==> src/rtl/fpu_gate_pkg.sv <==
package fpu_gate_pkg;

   // verdict from one rung of the check ladder
   typedef enum logic [1:0] {
      VD_PASS   = 2'd0,
      VD_UNDEF  = 2'd1,
      VD_UNPRED = 2'd2,
      VD_IMPL   = 2'd3
   } verdict_t;

   // instruction classes as presented by decode
   localparam logic [1:0] CLS_DATA = 2'b00;
   localparam logic [1:0] CLS_WR   = 2'b01;
   localparam logic [1:0] CLS_RD   = 2'b10;
   localparam logic [1:0] CLS_ALT  = 2'b11;

   // two-bit access field codes
   localparam logic [1:0] ACC_NONE = 2'b00;
   localparam logic [1:0] ACC_PRIV = 2'b01;
   localparam logic [1:0] ACC_RSVD = 2'b10;
   localparam logic [1:0] ACC_FULL = 2'b11;

   // defined system-register indices
   localparam int unsigned REG_ID  = 0;
   localparam int unsigned REG_CTL = 1;
   localparam int unsigned REG_MF1 = 6;
   localparam int unsigned REG_MF0 = 7;
   localparam int unsigned REG_EXC = 8;

   // ladder rungs, lowest index has highest priority
   localparam int unsigned STG_SEC  = 0;
   localparam int unsigned STG_ACC  = 1;
   localparam int unsigned STG_SIMD = 2;
   localparam int unsigned STG_REG  = 3;
   localparam int unsigned STG_EN   = 4;
   localparam int unsigned NUM_STG  = 5;

endpackage

==> src/rtl/fpu_gate_sec.sv <==
module fpu_gate_sec
   import fpu_gate_pkg::*;
#(
   parameter bit SEC_EXT = 1'b1
) (
   input  logic     nonsec,
   input  logic     ns_a,
   input  logic     ns_b,
   output verdict_t vd
);

   generate
      if (SEC_EXT) begin : g_sec
         always_comb begin
            if (ns_a != ns_b)
               vd = VD_UNPRED;
            else if (nonsec && !ns_a)
               vd = VD_UNDEF;
            else
               vd = VD_PASS;
         end
      end else begin : g_nosec
         logic unused_ns;
         assign unused_ns = ^{nonsec, ns_a, ns_b};
         assign vd = VD_PASS;
      end
   endgenerate

endmodule

==> src/rtl/fpu_gate_perm.sv <==
module fpu_gate_perm
   import fpu_gate_pkg::*;
(
   input  logic       priv,
   input  logic [1:0] acc_a,
   input  logic [1:0] acc_b,
   input  logic       simd,
   input  logic       simd_off,
   output verdict_t   vd_acc,
   output verdict_t   vd_simd
);

   always_comb begin
      if (acc_a != acc_b) begin
         vd_acc = VD_UNPRED;
      end else begin
         unique case (acc_a)
            ACC_NONE: vd_acc = VD_UNDEF;
            ACC_PRIV: vd_acc = priv ? VD_PASS : VD_UNDEF;
            ACC_RSVD: vd_acc = VD_UNPRED;
            default:  vd_acc = VD_PASS;
         endcase
      end
   end

   assign vd_simd = (simd && simd_off) ? VD_UNDEF : VD_PASS;

endmodule

==> src/rtl/fpu_gate_enable.sv <==
module fpu_gate_enable
   import fpu_gate_pkg::*;
#(
   parameter int unsigned IDX_W = 4
) (
   input  logic [1:0]       cls,
   input  logic [IDX_W-1:0] idx,
   input  logic             priv,
   input  logic             fp_en,
   output verdict_t         vd_reg,
   output verdict_t         vd_en
);

   logic is_wr, is_rd, is_move;
   logic hit_id, hit_ctl, hit_mf, hit_exc;
   logic known, exempt;

   assign is_wr   = (cls == CLS_WR);
   assign is_rd   = (cls == CLS_RD);
   assign is_move = is_wr || is_rd;

   assign hit_id  = (idx == IDX_W'(REG_ID));
   assign hit_ctl = (idx == IDX_W'(REG_CTL));
   assign hit_mf  = (idx == IDX_W'(REG_MF0)) || (idx == IDX_W'(REG_MF1));
   assign hit_exc = (idx == IDX_W'(REG_EXC));
   assign known   = hit_id || hit_ctl || hit_mf || hit_exc;

   // moves that survive a disabled unit
   assign exempt = (is_wr && (hit_exc || hit_id)) ||
                   (is_rd && (hit_exc || hit_id || hit_mf));

   assign vd_reg = (is_move && !known) ? VD_IMPL : VD_PASS;

   always_comb begin
      if (fp_en)
         vd_en = VD_PASS;
      else if (exempt && priv)
         vd_en = VD_PASS;
      else
         vd_en = VD_UNDEF;
   end

endmodule

==> src/rtl/fpu_gate_check.sv <==
module fpu_gate_check
   import fpu_gate_pkg::*;
#(
   parameter bit          SEC_EXT = 1'b1,
   parameter int unsigned IDX_W   = 4
) (
   input  logic             clk,
   input  logic             rst_n,
   input  logic             req_valid,
   input  logic [1:0]       req_cls,
   input  logic [IDX_W-1:0] req_idx,
   input  logic             req_simd,
   input  logic             cur_priv,
   input  logic             cur_nonsec,
   input  logic             nsac_cp_a,
   input  logic             nsac_cp_b,
   input  logic [1:0]       cpac_a,
   input  logic [1:0]       cpac_b,
   input  logic             cpac_simd_off,
   input  logic             fpen,
   output logic             rsp_valid,
   output logic             rsp_allow,
   output logic             rsp_undef,
   output logic             rsp_unpred,
   output logic             rsp_impl
);

   localparam int unsigned MIN_IDX_W = 4;

   generate
      if (IDX_W < MIN_IDX_W) begin : g_bad_idx
         $error("fpu_gate_check: IDX_W must hold index %0d", REG_EXC);
      end
   endgenerate

   verdict_t stage_vd [NUM_STG];
   verdict_t pick;

   fpu_gate_sec #(
      .SEC_EXT (SEC_EXT)
   ) u_sec (
      .nonsec (cur_nonsec),
      .ns_a   (nsac_cp_a),
      .ns_b   (nsac_cp_b),
      .vd     (stage_vd[STG_SEC])
   );

   fpu_gate_perm u_perm (
      .priv     (cur_priv),
      .acc_a    (cpac_a),
      .acc_b    (cpac_b),
      .simd     (req_simd),
      .simd_off (cpac_simd_off),
      .vd_acc   (stage_vd[STG_ACC]),
      .vd_simd  (stage_vd[STG_SIMD])
   );

   fpu_gate_enable #(
      .IDX_W (IDX_W)
   ) u_en (
      .cls    (req_cls),
      .idx    (req_idx),
      .priv   (cur_priv),
      .fp_en  (fpen),
      .vd_reg (stage_vd[STG_REG]),
      .vd_en  (stage_vd[STG_EN])
   );

   // first failing rung wins
   always_comb begin
      pick = VD_PASS;
      for (int i = NUM_STG - 1; i >= 0; i--) begin
         if (stage_vd[i] != VD_PASS)
            pick = stage_vd[i];
      end
   end

   always_ff @(posedge clk) begin
      if (!rst_n) begin
         rsp_valid  <= 1'b0;
         rsp_allow  <= 1'b0;
         rsp_undef  <= 1'b0;
         rsp_unpred <= 1'b0;
         rsp_impl   <= 1'b0;
      end else begin
         rsp_valid  <= req_valid;
         rsp_allow  <= req_valid && (pick == VD_PASS);
         rsp_undef  <= req_valid && (pick == VD_UNDEF);
         rsp_unpred <= req_valid && (pick == VD_UNPRED);
         rsp_impl   <= req_valid && (pick == VD_IMPL);
      end
   end

endmodule

==> config.mk <==
export PLATFORM = sky130hd
export DESIGN_NAME = fpu_gate_check
export DESIGN_NICKNAME = d
export VERILOG_FILES = /design/src/rtl/fpu_gate_pkg.sv /design/src/rtl/fpu_gate_sec.sv /design/src/rtl/fpu_gate_perm.sv /design/src/rtl/fpu_gate_enable.sv /design/src/rtl/fpu_gate_check.sv
export SDC_FILE = /design/constraint.sdc
export NUM_CORES = 1
export LEC_CHECK = 0
export ABC_AREA = 0
export BUFFER_PORTS_ARGS = -buffer_cell sky130_fd_sc_hd__buf_2
export CAP_MARGIN = 40
export CORE_AREA = 2 2 39 41
export CTS_CLUSTER_SIZE = 28
export DETAILED_ROUTE_END_ITERATION = 8
export DIE_AREA = 0 0 41 43
export GPL_TIMING_DRIVEN = 0
export PLACE_DENSITY = 0.61
export REMOVE_ABC_BUFFERS = 1
export SETUP_SLACK_MARGIN = 0.2
export SLEW_MARGIN = 20
export SYNTH_ARGS = -nofsm -noshare
export SYNTH_HDL_FRONTEND = slang
export SYNTH_HIERARCHICAL = 1
export SYNTH_SLANG_ARGS = --single-unit
==> constraint.sdc <==
create_clock -name clk -period 2 [get_ports clk]
set_input_delay 0.3 -clock clk [delete_from_list [all_inputs] [get_ports clk]]
set_output_delay 0.3 -clock clk [all_outputs]
set_load 0.03 [all_outputs]
After elaboration in Yosys (flattened, before gate mapping)
Index checks and enable logic that the tools add are counted.
- flip-flop bits (word level): 5
- input port bits: 20
- output and inout port bits: 5
- logic and storage cells: 60
- eq/ne operators: 13
- muxes and demuxes: 14
- reductions and logical operators: 28
- operators by type and width (kind ; count):
    $mux W2 ; 9
    $logic_and A1 B1 Y1 ; 10
    $reduce_bool A2 Y1 ; 5
    $eq A2 B2 Y1 const B ; 4
    $eq A4 B3 Y1 const B ; 2
    $logic_or A1 B1 Y1 ; 8
    $eq A2 B1 Y1 const B ; 3
    $pmux W2 S3 ; 1
    $eq A4 B1 Y1 const B ; 1
    $eq A4 B4 Y1 const B ; 1
    $logic_not A2 Y1 ; 2
    $logic_not A4 Y1 ; 1
    $mux W1 ; 4
    $logic_not A1 Y1 ; 2
    $ne A2 B2 Y1 ; 1
    $ne A1 B1 Y1 ; 1

Depth between registers and ports, before layout
Gate-level depths: netlist (run 1).
- depth after elaboration: 16
- mapped depth: 9

Modules after synthesis
The synthesis (run 1) kept the hierarchy.
- modules (own cells, without submodules) (module ; times used ; cells each ; area each (µm²)):
    fpu_gate_check ; 1 ; 29 ; 266.5
    fpu_gate_enable ; 1 ; 14 ; 98.8
    fpu_gate_perm ; 1 ; 9 ; 65.1
    fpu_gate_sec ; 1 ; 2 ; 16.3

Worst setup path before layout (run 1)
OpenSTA, ideal clock, no wires.
- path type: input port to flip-flop
- from: input req_cls[0]
- to: register rsp_unpred
- library setup time: 0.103 ns
- arrival time: 1.718 ns
- slack: 0.178 ns
- stages on the path: 8
- path through: inv_1 -> ha_1 -> nor3_1 -> buf_4 -> and2b_1 -> a211oi_2 -> a211oi_1 -> a2111oi_2
- RTL lines (what ; line ; source):
    start, declared ; fpu_gate_check.sv:10 ; input logic [1:0] req_cls,
    end signal, assigned ; fpu_gate_check.sv:89 ; rsp_unpred <= req_valid && (pick == VD_UNPRED);
    end, declared ; fpu_gate_check.sv:24 ; output logic rsp_unpred,

==> impl_metrics.py, run 1 <==
metrics = {
    "clock_network": {
        "cts.sinks": 5,
        "clk_pin_slew_worst_paths_ns": 0.04,
        "cts_tree": "done",
        "postCtsSetupBuffers": 0,
        "htreeDepth": 1,
        "cts_root_buf": "clkbuf_4",
        "cts_buffers": 3,
        "clockBufferDepth": 2,
    },
    "synthesis": {
        "netlist_instances": 54,
        "synth_seq_cells": 5,
        "synth_warnings": 6,
        "netlist_area_um2": 447,
        "ys_types": 31,
        "syn-mean-instance-area_um2": 8.27,
        "yosysSeqAreaShare_pct": 22.4,
    },
    "routing": {
        "via_per_inst": 4.88,
        "ant_nets": 0,
        "routedWlPerCell_um": 9.08,
        "drt-pass1-iter-count": 2,
        "vias": 464,
        "wl_um": 863,
        "drc": 0,
        "drtIter0Drc": 2,
    },
    "critical_path": {
        "cp_data_arrival_time_ns": 1.80,
        "path_class": "input pin to register",
        "cp.required_ns": 2.13,
        "start_kind": "input pin",
        "crit_path_end_kind": "register",
        "crit_fanout": 5,
    },
    "global_route": {
        "track_usage_pct": 11.6,
        "grt_pass1_wl_um": 1390,
        "grt_pass1_vias": 370,
        "grt_overflow": 0,
        "antenna_found_initial": 0,
        "grt_max_degree": 6,
    },
    "pwr": {
        "p_per_area_mw_per_mm2": 521,
        "p_int_w": 0.000223,
        "p_sw_w": 0.0000933,
        "p_clk_share_pct": 35.8,
        "switching_share_pct": 29.5,
        "combPwrFrac_pct": 31.1,
        "pwr-share-seq_pct": 33.1,
        "cellLeakagePower_nw": 0.292,
        "vdd_drop_max_mv": 0.131,
    },
    "placed_design": {
        "portBuffers": 24,
        "post-place-ws_ns": -0.0245,
        "placed_area_um2": 564,
        "routabilityCongestion": 0.770,
        "post-place-cells": 91,
        "dp_hpwl_um": 699,
    },
    "die": {
        "die_y_um": 43,
        "dieArea_mm2": 0.00176,
        "design.core.area_mm2": 0.00138,
        "die_w_um": 41,
        "rows": 14,
        "start_util_pct": 32.3,
        "pin_count": 25,
    },
    "sta": {
        "hold_viol_final": 0,
        "worst_pin_slew_ns": 0.536,
        "fin_tns_setup_ns": 0,
        "fin_crit_ns": 1.67,
        "hold_slack_ns": 0.369,
        "finalCritPeriodShare_pct": 83.4,
        "fmax_mhz": 600,
        "layout_setup_ws_ns": 0.332,
        "timing.slew.headroom_pct": 64.2,
        "maxSlewViolCount": 0,
        "setup_viol": 0,
        "rsz0062_at_grt": "no",
    },
    "final_layout": {
        "final_cells": 95,
        "drive_above_1_share_pct": 43.0,
        "n_antenna_cell": 0,
        "fin_area_um2": 607,
        "area_growth_pct": 35.9,
        "fin_nets": 102,
    },
    "flow_run": {
        "cap_violations": 0,
    },
    "hold_path": {
        "hold_start": "req_valid",
        "holdCritPathClass": "input pin to register",
        "hold_path_depth": 3,
        "min_to": "rsp_valid",
    },
    "run_status": {
        "run_status": "complete, no violations",
    },
}
registers in the layout (all words and copies together) (netlist names):
signal	flops
rsp_impl	1
rsp_undef	1
rsp_allow	1
rsp_valid	1
rsp_unpred	1
Yosys cell counts (all sizes together):
| master | n | area [um^2] |
|---|---|---|
| inv | 6 | 22.5 |
| dfxtp | 5 | 100 |
| a211oi | 4 | 45.1 |
| nor2 | 4 | 15.0 |
| buf | 3 | 22.5 |
| nand2 | 3 | 11.3 |
| nor3 | 3 | 15.0 |
| conb | 2 | 7.51 |
| ha | 2 | 25.0 |
| xor2 | 2 | 17.5 |
| a2111oi | 1 | 15.0 |
| a21oi | 1 | 5.00 |
| a221oi | 1 | 15.0 |
| a31oi | 1 | 6.26 |
| and2 | 1 | 6.26 |
| and2b | 1 | 7.51 |
| and4 | 1 | 8.76 |
| and4b | 1 | 10.0 |
| nand2b | 1 | 6.26 |
| nand3b | 1 | 7.51 |
| nor2b | 1 | 6.26 |
| nor3b | 1 | 7.51 |
| nor4 | 1 | 6.26 |
| o2111a | 1 | 11.3 |
| o21ai | 1 | 5.00 |
| o221a | 1 | 11.3 |
| o311ai | 1 | 8.76 |
| or2 | 1 | 6.26 |
| or3 | 1 | 6.26 |
| xnor2 | 1 | 8.76 |
metrics by stage:
stage	util, %	power [W]
6_report	43.9	0.000316
5_1_grt	43.9	0.000340
4_1_cts	43.0	0.000318
3_5_place_dp	40.8	0.000198
3_3_place_gp	40.8	0.000198
2_1_floorplan	-	0.000165
placed cells by master, fill, tap and decap left out, types with 2 or more instances in the layout:
cell type and n:
nand2_1 3, a211oi_2 3, conb_1 2, buf_2 24, clkbuf_4 3, xor2_1 2
ha_1 2, nor2_1 4, dfxtp_1 5, inv_1 6
routing by layer:
layer | vias up | share of wire, % | GRT usage (%)
li1 | 242 | - | -
met1 | 206 | 42 | 13.7
met2 | 14 | 51 | 17.2
met3 | 2 | 5.8 | 1.57
met4 | 0 | 1.4 | 10.0
met5 | - | 0 | 0
repair_timing:
| item | CTS | global route |
|---|---|---|
| endpoints found under the setup margin | 1 | 1 |
| resized for setup | 1 | 2 |
| hold buffers | 0 | 0 |
| pin swaps | 0 | 0 |
worst max path at each step:
stage	startpoint	slack [ns]	endpoint	depth (start not counted)
6_report	req_cls[0]	0.33	rsp_unpred	8
5_1_grt	req_cls[0]	0.20	rsp_unpred	8
4_1_cts	req_cls[0]	0.30	rsp_unpred	8
3_5_place_dp	req_cls[0]	-0.02	rsp_unpred	8
3_3_place_gp	req_cls[0]	-0.02	rsp_unpred	8
2_1_floorplan	req_cls[0]	0.25	rsp_unpred	7
worst max-delay path, stage by stage:
cell and delay (ns):
buf_2 0.09, inv_1 0.04, ha_1 0.32, nor3_4 0.24, and2b_1 0.22, a211oi_2 0.25
a211oi_1 0.11, a2111oi_2 0.22
power groups by stage:
stage	registers, W	clock network, W	logic, W
finish	0.000105	0.000113	0.0000982
global route	0.000105	0.000125	0.000110
CTS	0.000105	0.000120	0.0000938
detailed placement	0.000106	0	0.0000919
global placement	0.000106	0	0.0000919
floorplan	0.000114	0	0.0000502
final cells by class:
type	count	area, um^2
fill	146	777
multi-input combinational	40	318
timing repair buffer	24	120
sequential	5	100
clock buffer	4	26.3
inverter	6	22.5
tap	16	20.0
cells by family (layout without fill, tap and decap cells):
kind of cell / Yosys count / count (layout) / share of synthesized area, %
compound gates: 12 / 12 / 27.4
xor+xnor: 3 / 3 / 5.88
fa+ha+maj: 2 / 2 / 5.60
buf+inv: 9 / 34 / 10.1
flops: 5 / 5 / 22.4
other cells: 2 / 2 / 1.68
simple gates: 21 / 21 / 26.9
Power figures use the tool's default switching activity.
==> run 2, diff against run 1 <==
- ABC_AREA: 0 -> 1
- CORE_AREA: 2 2 39 41 -> unset
- CORE_UTILIZATION: unset -> 39
- DIE_AREA: 0 0 41 43 -> unset
- PLACE_DENSITY: 0.61 -> 0.7
- clock period: 2 -> 1.4 ns (I/O delays scaled with it)
==> impl_metrics.py, run 2 <==
metrics = {
    "final_layout": {
        "final_cells": 135,
        "drive_above_1_share_pct": 39.7,
        "fin_nets": 144,
        "area_growth_pct": 43.8,
        "layout_common_cells": "nand2_1, buf_2, inv_1",
        "final_common_cell": "nand2_1",
        "n_antenna_cell": 0,
        "fin_area_um2": 739,
    },
    "hold_path": {
        "hold_path_depth": 3,
        "hold_start": "req_valid",
        "holdCritPathClass": "input pin to register",
        "min_to": "rsp_valid",
    },
    "synthesis": {
        "yosys-top-cells-area": "nand2_1, dfxtp_1, inv_1",
        "yosysSeqAreaShare_pct": 19.5,
        "synthTopCellsByCount": "nand2_1, inv_1, nand3_1",
        "synth_top_area_cell": "nand2_1",
        "synth_fa_ha_area_share_pct": 4.87,
        "synth.most_common_cell": "nand2_1",
        "syn-mean-instance-area_um2": 5.41,
        "netlist_instances": 95,
        "ys_types": 18,
        "synthMuxAreaShare_pct": 0,
        "synth_compound_area_share_pct": 2.43,
        "synth_seq_cells": 5,
        "ys_async_sr_fraction_pct": 0,
        "synth_ff_type": "dfxtp_1",
        "synth_top_family_by_area": "simple AND/OR/NAND/NOR gates",
        "synth_warnings": 6,
        "synth-simple-area-share_pct": 51.3,
        "netlist_area_um2": 514,
        "synth_edf_count": 0,
        "synthXorXnorAreaFrac_pct": 0,
        "yosysTopAreaCellShare_pct": 24.8,
    },
    "sta": {
        "maxSlewViolCount": 0,
        "fmax_mhz": 878,
        "rsz0062_at_grt": "yes",
        "fin_tns_setup_ns": 0,
        "hold_viol_final": 0,
        "finalCritPeriodShare_pct": 81.3,
        "hold_slack_ns": 0.230,
        "setup_viol": 0,
        "fin_crit_ns": 1.14,
    },
    "global_route": {
        "grt_max_degree": 6,
        "grt_pass1_wl_um": 1810,
        "track_usage_pct": 17.1,
        "grt_pass1_vias": 531,
        "grt_overflow": 0,
        "antenna_found_initial": 0,
    },
    "die": {
        "dieArea_mm2": 0.00147,
        "die_w_um": 38.3,
        "design.core.area_mm2": 0.00117,
        "rows": 12,
        "pin_count": 25,
        "die_y_um": 38.3,
        "start_util_pct": 43.9,
    },
    "clock_network": {
        "clk_pin_slew_worst_paths_ns": 0.04,
        "clockBufferDepth": 2,
        "cts_tree": "done",
        "htreeDepth": 1,
        "cts_root_buf": "clkbuf_4",
        "cts_buffers": 3,
        "cts.sinks": 5,
        "ctsHoldBuffers": 0,
    },
    "pwr": {
        "p_per_area_mw_per_mm2": 666,
        "cellLeakagePower_nw": 0.453,
        "vdd_drop_max_mv": 0.219,
    },
    "critical_path": {
        "start_kind": "input pin",
        "path_cells": "buf_6 > inv_4 > ha_4 > nor3_4 > buf_4 > inv_2 > nand2_1 > nand2_1 > nand3_2 > nand3_2 > nand3_2 > nor2_1",
        "cp_data_arrival_time_ns": 1.27,
        "path_class": "input pin to register",
        "slowest_stage": "ha_4",
        "crit_fanout": 3,
        "cp.required_ns": 1.53,
        "critPathTopFamily": "simple AND/OR/NAND/NOR gates",
        "path_common_cell": "nand3_2",
        "path_buf_inv": 4,
        "cp_slowest_stage_delay_ns": 0.20,
        "crit_path_end_kind": "register",
    },
    "placed_design": {
        "placed_area_um2": 629,
        "routabilityCongestion": 0.726,
        "dp_hpwl_um": 797,
        "post-place-cells": 130,
        "portBuffers": 24,
    },
    "routing": {
        "wl_um": 1010,
        "drt-pass1-iter-count": 4,
        "ant_nets": 0,
        "drc": 0,
        "routedWlPerCell_um": 7.47,
        "drtIter0Drc": 4,
        "vias": 575,
        "via_per_inst": 4.26,
    },
    "flow_run": {
        "cap_violations": 0,
    },
    "run_status": {
        "run_status": "complete, no violations",
    },
}
[run 2: changes by cell type after synthesis, sizes merged, moves of 2 or more]
cell / before / now
a211oi: 4 / 0
nand3: 0 / 11
nand2: 3 / 34
inv: 6 / 22
xor2: 2 / 0
nor2: 4 / 10
[run 2: area by class of cell]
class                   count  area [um^2]
fillers                   111          432
repair buffers             25          136
clock buffers               4         26.3
inverters                  22         85.1
flip-flops and latches      5          100
multi-input cells          65          374
well taps                  14         17.5
[run 2: kinds of logic (layout without fill, tap and decap cells)]
group	Yosys count	after routing
simple gates	59	59
buf+inv	25	51
flops	5	5
fa+ha+maj	2	2
other cells	2	2
compound gates	2	2
[run 2: worst max-delay path by stage]
stage / start / endpoint / depth (start not counted)
global placement: req_cls[0] / rsp_allow / 12
CTS: req_cls[1] / rsp_allow / 12
finish: req_cls[0] / rsp_unpred / 12
detailed placement: req_cls[0] / rsp_allow / 12
floorplan: req_cls[0] / rsp_allow / 11
global route: req_idx[1] / rsp_unpred / 12
[run 2: metrics by stage]
step	worst slack, ns	power [W]	util (%)
global route	0.171	0.000533	63.1
detailed placement	-0.117	0.000298	53.7
global placement	-0.0836	0.000295	53.7
floorplan	0.119	0.000249	-
finish	0.261	0.000493	63.1
CTS	0.206	0.000470	57.7
[run 2: routing by layer]
metal	GRT usage, %	up-vias	share of wire [%]
li1	-	327	-
met1	18.5	239	44
met2	32.2	9	54
met3	3.49	0	1.2
met4	5.36	0	0
met5	0	-	0
[run 2: repair_timing]
item | CTS | global route
resized for setup | 1 | 16
gates cloned | 0 | 0
setup endpoints to repair | 4 | 4
buffers inserted | 1 | 0
endpoints found under the hold margin | 0 | 0
pin swaps | 3 | 7
[run 2: power by group]
| part | switching, W | total [W] | internal (W) |
|---|---|---|---|
| Combinational | 0.000103 | 0.000179 | 0.0000765 |
| Sequential | 0.000000967 | 0.000150 | 0.000149 |
| Clock | 0.0000561 | 0.000164 | 0.000108 |
| Total | 0.000160 | 0.000493 | 0.000333 |
==> run 3, diff against run 2 <==
- CORE_AREA: unset -> 2 2 39 41
- CORE_UTILIZATION: 39 -> unset
- DIE_AREA: unset -> 0 0 41 43
- PLACE_DENSITY: 0.7 -> 0.67
- clock period: 1.4 -> 1.1 ns (I/O delays scaled with it)
==> impl_metrics.py, run 3 (synthesized netlist as in run 2, its figures left out) <==
metrics = {
    "final_layout": {
        "final_cells": 136,
        "layout_common_cells": "nand2_1, buf_2, inv_1",
        "area_growth_pct": 42.3,
        "fin_nets": 143,
        "final_common_cell": "nand2_1",
        "drive_above_1_share_pct": 36.7,
        "n_antenna_cell": 0,
    },
    "routing": {
        "via_per_inst": 4.42,
        "ant_nets": 0,
        "vias": 601,
        "drc": 0,
        "wl_um": 967,
        "drt-pass1-iter-count": 4,
        "top_layer_used": "met3",
        "wl_met1_um": 359,
        "drtIter0Drc": 5,
        "routedWlPerCell_um": 7.11,
        "routed-wl-met2_um": 563,
        "route.met3.wl_um": 44,
    },
    "pwr": {
        "cellLeakagePower_nw": 0.444,
        "vdd_drop_max_mv": 0.256,
        "p_per_area_mw_per_mm2": 832,
    },
    "clock_network": {
        "cts.sinks": 5,
        "cts_root_buf": "clkbuf_4",
        "cts_buffers": 3,
        "clockBufferDepth": 2,
        "ctsHoldBuffers": 0,
        "clk_pin_slew_worst_paths_ns": 0.04,
        "htreeDepth": 1,
        "cts_tree": "done",
    },
    "placed_design": {
        "post-place-ws_ns": -0.351,
        "post-place-cells": 132,
        "portBuffers": 24,
        "routabilityCongestion": 0.733,
        "dp_hpwl_um": 834,
    },
    "critical_path": {
        "endpoint": "rsp_allow",
        "path_class": "input pin to register",
        "slowest_stage": "nor3_4",
        "cp_data_arrival_time_ns": 1.24,
        "crit_fanout": 2,
        "critPathTopFamily": "simple AND/OR/NAND/NOR gates",
        "start_kind": "input pin",
        "cp.required_ns": 1.27,
        "cp_slowest_stage_delay_ns": 0.21,
        "path_buf_inv": 3,
        "setup.worst_path.start": "req_cls[0]",
        "crit_path_end_kind": "register",
        "path_depth": 12,
        "path_cells": "buf_8 > inv_4 > ha_4 > nor3_4 > inv_2 > nand2_2 > nand2_1 > nand2_1 > nand3_1 > nand3_1 > nand3_2 > nor2_1",
    },
    "global_route": {
        "track_usage_pct": 13.5,
        "grt_max_degree": 6,
        "grt_pass1_wl_um": 1760,
        "grt_pass1_vias": 551,
        "grt_overflow": 0,
        "antenna_found_initial": 0,
    },
    "sta": {
        "maxSlewViolCount": 0,
        "hold_slack_ns": 0.200,
        "rsz0062_at_grt": "yes",
        "setup_viol": 0,
        "fin_crit_ns": 1.07,
        "fmax_mhz": 937,
        "layout_setup_ws_ns": 0.0328,
        "hold_viol_final": 0,
        "finalCritPeriodShare_pct": 97.0,
        "fin_tns_setup_ns": 0,
    },
    "die": {
        "rows": 14,
        "die_y_um": 43,
        "die_w_um": 41,
        "pin_count": 25,
        "dieArea_mm2": 0.00176,
        "start_util_pct": 37.2,
        "design.core.area_mm2": 0.00138,
    },
    "flow_run": {
        "cap_violations": 0,
    },
    "hold_path": {
        "holdCritPathClass": "input pin to register",
        "hold_path_depth": 3,
    },
    "run_status": {
        "run_status": "complete, no violations",
    },
}
-- run 3: per-layer routing --
| metal | track usage [%] | up-vias |
|---|---|---|
| met4 | 5.33 | 0 |
| met2 | 27.5 | 19 |
| met3 | 0.524 | 0 |
| met5 | 0 | - |
| li1 | - | 326 |
| met1 | 12.1 | 256 |
-- run 3: worst min path at each step --
stage / startpoint / end
4_1_cts: req_valid / rsp_valid
6_report: req_valid / rsp_valid
5_1_grt: req_valid / rsp_valid
3_3_place_gp: req_valid / rsp_valid
2_1_floorplan: req_valid / rsp_valid
3_5_place_dp: req_valid / rsp_valid
-- run 3: cell type report --
type	instances	area (um^2)
clock buffer	4	26.3
fill	150	652
inverter	22	85.1
multi-input combinational	65	352
sequential	5	100
tap	16	20.0
timing repair buffer	24	149
-- run 3: timing repair --
action,4_1_cts,5_1_grt
endpoints found under the setup margin,4,9
pin swaps,9,8
gates resized for setup,9,16
buffers inserted,0,0
-- run 3: power breakdown --
| part | internal [W] | switching, W |
|---|---|---|
| clock | 0.000136 | 0.0000622 |
| combinational | 0.0000958 | 0.000124 |
| sequential | 0.000189 | 0.00000177 |
-- run 3: metrics by stage --
step	utilization, %	area [um^2]	power (W)
5_1_grt	52.9	732	0.000658
3_3_place_gp	45.7	632	0.000376
4_1_cts	50.7	702	0.000605
6_report	52.9	732	0.000609
2_1_floorplan	-	492	0.000317
3_5_place_dp	45.7	632	0.000380
-- run 3: worst min-delay path, stage by stage --
cell and delay, ns:
buf_2 0.07, nand2_1 0.04, inv_1 0.11
